## config.mk

```make
export PLATFORM = sky130hd
export DESIGN_NAME = dpc_arbiter
export DESIGN_NICKNAME = d
export VERILOG_FILES = /design/src/rtl/dpc_arb_pkg.sv /design/src/rtl/arb_order.sv /design/src/rtl/arb_port_gate.sv /design/src/rtl/dpc_arbiter.sv
export SDC_FILE = /design/constraint.sdc
export NUM_CORES = 1
export LEC_CHECK = 0
export BUFFER_PORTS_ARGS = -buffer_cell sky130_fd_sc_hd__buf_2
export CAP_MARGIN = 20
export CORE_MARGIN = 5
export CORE_UTILIZATION = 40
export CTS_CLUSTER_SIZE = 12
export DETAILED_ROUTE_END_ITERATION = 6
export GPL_TIMING_DRIVEN = 0
export PLACE_DENSITY_LB_ADDON = 0.08
export SYNTH_ARGS = -nofsm -noshare
export SYNTH_HDL_FRONTEND = slang
export SYNTH_SLANG_ARGS = --single-unit
```

## constraint.sdc

```tcl
create_clock -name clk -period 4.8 [get_ports clk]
set_clock_uncertainty 0.1 [all_clocks]
set_input_delay 0.24 -clock clk [delete_from_list [all_inputs] [get_ports clk]]
set_output_delay 0.24 -clock clk [all_outputs]
set_load 0.005 [all_outputs]
```

## src/rtl/dpc_arb_pkg.sv

```systemverilog
package dpc_arb_pkg;
    localparam int NPORT = 2;
    localparam int P_LEFT = 0;
    localparam int P_RIGHT = 1;

    typedef enum logic [1:0] {
        GR_NONE  = 2'd0,
        GR_LEFT  = 2'd1,
        GR_RIGHT = 2'd2
    } grant_e;
endpackage

```

## src/rtl/arb_order.sv

```systemverilog
// Decides the winner of a freshly arising conflict from last-cycle history.
module arb_order
    import dpc_arb_pkg::*;
(
    input  logic [NPORT-1:0] sel_prev,
    input  logic [NPORT-1:0] addr_moved,
    input  logic             match_prev,
    output logic             left_wins
);
    logic [NPORT-1:0] late;

    generate
        for (genvar p = 0; p < NPORT; p++) begin : g_late
            // Address already agreed: decided by selects. Otherwise by addresses.
            assign late[p] = match_prev ? !sel_prev[p]
                                        : (!sel_prev[p] || addr_moved[p]);
        end
    endgenerate

    // Left loses only if it alone arrived late.
    assign left_wins = !(late[P_LEFT] && !late[P_RIGHT]);
endmodule

```

## src/rtl/arb_port_gate.sv

```systemverilog
// Per-port busy output and write qualifier.
module arb_port_gate (
    input  logic master,
    input  logic sel,
    input  logic wr,
    input  logic lost,
    input  logic busy_in_n,
    output logic busy_n,
    output logic wr_ok
);
    logic blocked;

    always_comb begin
        busy_n  = !(master && lost);
        blocked = master ? lost : !busy_in_n;
        wr_ok   = sel && wr && !blocked;
    end
endmodule

```

## src/rtl/dpc_arbiter.sv

```systemverilog
module dpc_arbiter
    import dpc_arb_pkg::*;
#(
    parameter int ADDR_W = 13
) (
    input  logic              clk,
    input  logic              rst_n,
    input  logic              master_mode,
    input  logic              l_sel,
    input  logic [ADDR_W-1:0] l_addr,
    input  logic              l_wr,
    input  logic              l_busy_in_n,
    input  logic              r_sel,
    input  logic [ADDR_W-1:0] r_addr,
    input  logic              r_wr,
    input  logic              r_busy_in_n,
    output logic              l_busy_n,
    output logic              r_busy_n,
    output logic              l_wr_ok,
    output logic              r_wr_ok
);
    typedef struct packed {
        grant_e                       grant;
        logic [NPORT-1:0]             sel;
        logic [NPORT-1:0][ADDR_W-1:0] addr;
    } arb_state_t;

    arb_state_t st_d, st_q;

    logic [NPORT-1:0]             sel_v;
    logic [NPORT-1:0]             wr_v;
    logic [NPORT-1:0]             bin_v;
    logic [NPORT-1:0][ADDR_W-1:0] addr_v;
    logic [NPORT-1:0]             moved;
    logic [NPORT-1:0]             lost;
    logic [NPORT-1:0]             busy_v;
    logic [NPORT-1:0]             wok_v;
    logic                         conflict;
    logic                         match_q;
    logic                         left_wins;
    logic                         keep;

    assign sel_v  = {r_sel, l_sel};
    assign wr_v   = {r_wr, l_wr};
    assign bin_v  = {r_busy_in_n, l_busy_in_n};
    assign addr_v = {r_addr, l_addr};

    generate
        for (genvar p = 0; p < NPORT; p++) begin : g_moved
            assign moved[p] = addr_v[p] != st_q.addr[p];
        end
    endgenerate

    assign conflict = sel_v[P_LEFT] && sel_v[P_RIGHT]
                   && (addr_v[P_LEFT] == addr_v[P_RIGHT]);
    assign match_q  = st_q.addr[P_LEFT] == st_q.addr[P_RIGHT];

    arb_order i_order (
        .sel_prev   (st_q.sel),
        .addr_moved (moved),
        .match_prev (match_q),
        .left_wins  (left_wins)
    );

    always_comb begin
        st_d       = st_q;
        st_d.sel   = sel_v;
        st_d.addr  = addr_v;
        st_d.grant = GR_NONE;
        keep = ((st_q.grant == GR_LEFT)  && !moved[P_LEFT])
            || ((st_q.grant == GR_RIGHT) && !moved[P_RIGHT]);
        if (master_mode && conflict) begin
            if (keep) begin
                st_d.grant = st_q.grant;
            end else begin
                st_d.grant = left_wins ? GR_LEFT : GR_RIGHT;
            end
        end
        lost[P_LEFT]  = st_d.grant == GR_RIGHT;
        lost[P_RIGHT] = st_d.grant == GR_LEFT;
    end

    always_ff @(posedge clk or negedge rst_n) begin
        if (!rst_n) begin
            st_q <= '{grant: GR_NONE, sel: '0, addr: '0};
        end else begin
            st_q <= st_d;
        end
    end

    generate
        for (genvar p = 0; p < NPORT; p++) begin : g_port
            arb_port_gate i_gate (
                .master    (master_mode),
                .sel       (sel_v[p]),
                .wr        (wr_v[p]),
                .lost      (lost[p]),
                .busy_in_n (bin_v[p]),
                .busy_n    (busy_v[p]),
                .wr_ok     (wok_v[p])
            );
        end
    endgenerate

    assign l_busy_n = busy_v[P_LEFT];
    assign r_busy_n = busy_v[P_RIGHT];
    assign l_wr_ok  = wok_v[P_LEFT];
    assign r_wr_ok  = wok_v[P_RIGHT];
endmodule

```

==> reports/summary.json <==
{
  "grt_pass1_vias": 1148,
  "p_sw_share_pct": 24.5,
  "wl_um": 3240,
  "synth_sequential_area_ratio_pct": 50.3,
  "r2r_slack_ps": 2790,
  "final_period_minus_worst_setup_slack_ps": 2700,
  "floorplan.initialDensity_pct": 41.1,
  "critical_path.reg2reg.startpoint": "st_q[9]$_DFF_PN0_",
  "nNetsFinal": 211,
  "wire_length_of_the_first_global_routing_pass_um": 5380,
  "multi_input_comb_area_um2": 738,
  "register_with_the_most_flip_flops": "st_q",
  "timing.reg2reg.worst_path_depth": 6,
  "fp.dieH_um": 71.1,
  "critical_path.startpoint_type": "flop",
  "syn-cell-area_um2": 1490,
  "cts.htree.levels": 2,
  "share_clk_of_total_power_pct": 35.3,
  "synth_nets": 163,
  "post-layout-total-power_uw": 547,
  "port_buffers": 38,
  "cp_launch_point": "st_q[9]$_DFF_PN0_",
  "utilization_pct": 51.1,
  "hpwl_um": 2660,
  "post_drt_wl_per_cell_um": 14.5,
  "crit_path_max_fanout": 3,
  "dr.max_layer_used": "met4",
  "global_route.overflow_total": 0,
  "timing_max_transition_violations_final": 0,
  "largest_reg_flops": 30,
  "setup_violations": 0,
  "fillCellCount": 347,
  "p_per_area_nw_per_um2": 295,
  "detail_route.first_pass.iterations": 4,
  "antenna_found_initial": 0,
  "timing_worst_setup_path_type": "flop to output pin",
  "detailroute.via_count": 1094,
  "worst-endpoint-arrival_ps": 2360,
  "seqCellArea_um2": 751,
  "final-hold-violation-count": 0,
  "core_region_area_um2": 3630,
  "detail_route.vias_per_cell": 4.91,
  "design.portCount": 39,
  "timing.setup.tns_ps": 0,
  "rsz_0062_raised_after_global_routing": "no",
  "max_freq_mhz": 370,
  "tritoncts.num_buffers": 5,
  "maxSlewHeadroom_pct": 56.9,
  "combPwrFrac_pct": 14.4,
  "yosys_warnings": 0,
  "rr_endpoint": "st_q[29]$_DFF_PN0_",
  "n_antenna_cell": 0,
  "cellLeakagePower_uw": 0.000804,
  "setup_ws_ps": 2100,
  "worst_hold_path_type": "primary input to flop",
  "grt_usage_pct": 13.7,
  "syn_inst": 128,
  "seq_power_share_pct": 50.3,
  "p_int_uw": 413,
  "critPathRequiredTime_ps": 4460,
  "worstSkewPairLatency_ps": 270,
  "tritoncts_clock_tree": "built",
  "drc_errors": 0,
  "power_switching_uw": 134,
  "placed_cells_incl_taps": 214,
  "drtAntennaViolNets": 0,
  "cp-endpoint": "r_busy_n",
  "worst_pin_slew_ps": 647,
  "fp.dieArea_um2": 5050,
  "syn-mean-instance-area_um2": 11.7,
  "ys_ff_latch": 30,
  "floorplan.rows": 22,
  "post-route-period-util_pct": 56.3,
  "synth.lib_cells_used.distinct": 25,
  "numClockSinks": 30,
  "final-instance-count-excl-fill": 223,
  "amount_of_wire_on_met3_after_detailed_routing_um": 202,
  "max_cap_violations": 0,
  "ctsLongestPathBuffers": 2,
  "biggestRegsByFlops": "st_q (30)",
  "outcome": "finished, final reports clean",
  "endpoint_kind": "output pin",
  "clk_root_buffer_cell": "sky130_fd_sc_hd__clkbuf_8",
  "floorplan.die.width_um": 71.1,
  "grt_max_degree": 31,
  "drt-met1-wl_um": 1470,
  "clk_transition_reported_paths_ps": 60,
  "routed-wl-met2_um": 1550,
  "layout-area-overhead-vs-synth_pct": 24.3,
  "routabilityCongestion": 0.850,
  "fraction_of_layout_cells_with_a_size_suffix_above_1_pct": 26.9,
  "detailedRoute.firstIterationViolations": 49,
  "pre_cts_ws_ps": 2380,
  "peakVddDrop_mv": 0.180
}
[layout by cell type, fill, tap and decap left out, types with 2 or more instances in the layout]
cell type and count:
sky130_fd_sc_hd__buf_2 38, sky130_fd_sc_hd__clkbuf_8 6, sky130_fd_sc_hd__dfrtp_1 30, sky130_fd_sc_hd__dlygate4sd3_1 3, sky130_fd_sc_hd__nand2_1 2, sky130_fd_sc_hd__nand2b_1 2
sky130_fd_sc_hd__nand3_1 3, sky130_fd_sc_hd__nand4_1 4, sky130_fd_sc_hd__nor2_1 5, sky130_fd_sc_hd__nor3_1 3, sky130_fd_sc_hd__nor4_1 9, sky130_fd_sc_hd__o211ai_1 2
sky130_fd_sc_hd__o21ai_0 2, sky130_fd_sc_hd__xnor2_1 15, sky130_fd_sc_hd__xor2_1 38
[critical path: stages, from the launching register on]
cell                       delay, ps
sky130_fd_sc_hd__dfrtp_1         400
sky130_fd_sc_hd__xor2_1          160
sky130_fd_sc_hd__nor4_1          410
sky130_fd_sc_hd__nand4_1         190
sky130_fd_sc_hd__o21ai_0         330
sky130_fd_sc_hd__a221oi_2         90
sky130_fd_sc_hd__or3_1           370
sky130_fd_sc_hd__buf_2           140
[routing by layer]
metal | GRT usage, % | up-vias
met5 | 0 | -
met4 | 3.97 | 0
met3 | 4.83 | 4
met2 | 20.0 | 30
met1 | 19.3 | 517
li1 | - | 543
[cell families after synthesis]
kind of cell | after synthesis | synth area share (%)
and+or+nand+nor | 34 | 13.2
DFF | 30 | 50.3
xor gates and xnor gates | 53 | 31.1
AOI/OAI and AO/OA | 10 | 5.11
buffers and inverters | 1 | 0.251
[Yosys cell counts (all sizes together)]
cell / instances / area, um^2
a211oi: 1 / 7.51
inv: 1 / 3.75
dfrtp: 30 / 751
nor4: 9 / 56.3
xor2: 38 / 333
nand4b: 1 / 8.76
a221o: 1 / 10.0
nand2: 2 / 7.51
or4: 1 / 7.51
and4bb: 1 / 12.5
a31oi: 1 / 6.26
or2: 2 / 12.5
a221oi: 1 / 15.0
o211ai: 2 / 15.0
nand4: 4 / 25.0
o21ai: 2 / 10.0
nor3: 3 / 15.0
nor2: 5 / 18.8
nand3: 3 / 15.0
nand2b: 2 / 12.5
a21o: 1 / 7.51
or3: 1 / 6.26
xnor2: 15 / 131
a21oi: 1 / 5.00
[worst min path at each step]
stage	depth (start not counted)	slack, ps	startpoint	end
finish	1	20	r_addr[1]	st_q[14]$_DFF_PN0_
global route	1	4	r_addr[1]	st_q[14]$_DFF_PN0_
CTS	1	10	r_addr[1]	st_q[14]$_DFF_PN0_
detailed placement	1	220	rst_n	st_q[14]$_DFF_PN0_
global placement	1	200	rst_n	st_q[13]$_DFF_PN0_
floorplan	0	-160	rst_n	st_q[0]$_DFF_PN0_
[final cells by class]
type                    count  area share [%]
clock buffers               6            4.45
inverters                   1           0.202
multi-input cells          97            39.8
flip-flops and latches     30            40.5
well taps                  48            3.24
repair buffers             41            11.9
[per-stage QoR]
step                      hold WS, ps  area, um^2
after floorplan                  -156        1490
after global placement            202        1740
after detailed placement          218        1740
after CTS                        11.5        1860
after global routing             4.05        1860
final                            20.2        1860
[power groups by stage]
stage,Sequential [uW],Combinational [uW],Clock (uW)
detailed placement,280,78.5,0
global placement,279,78.3,0
CTS,275,81.0,202
floorplan,278,38.7,0
finish,275,79.0,193
global route,276,88.9,216
[timing repair]
item                      CTS  global route
hold endpoints to repair   32             0
hold buffers                3             0
setup buffers               0             0
gates resized for setup     0             0
No activity file was read; power rests on OpenSTA's default activity.
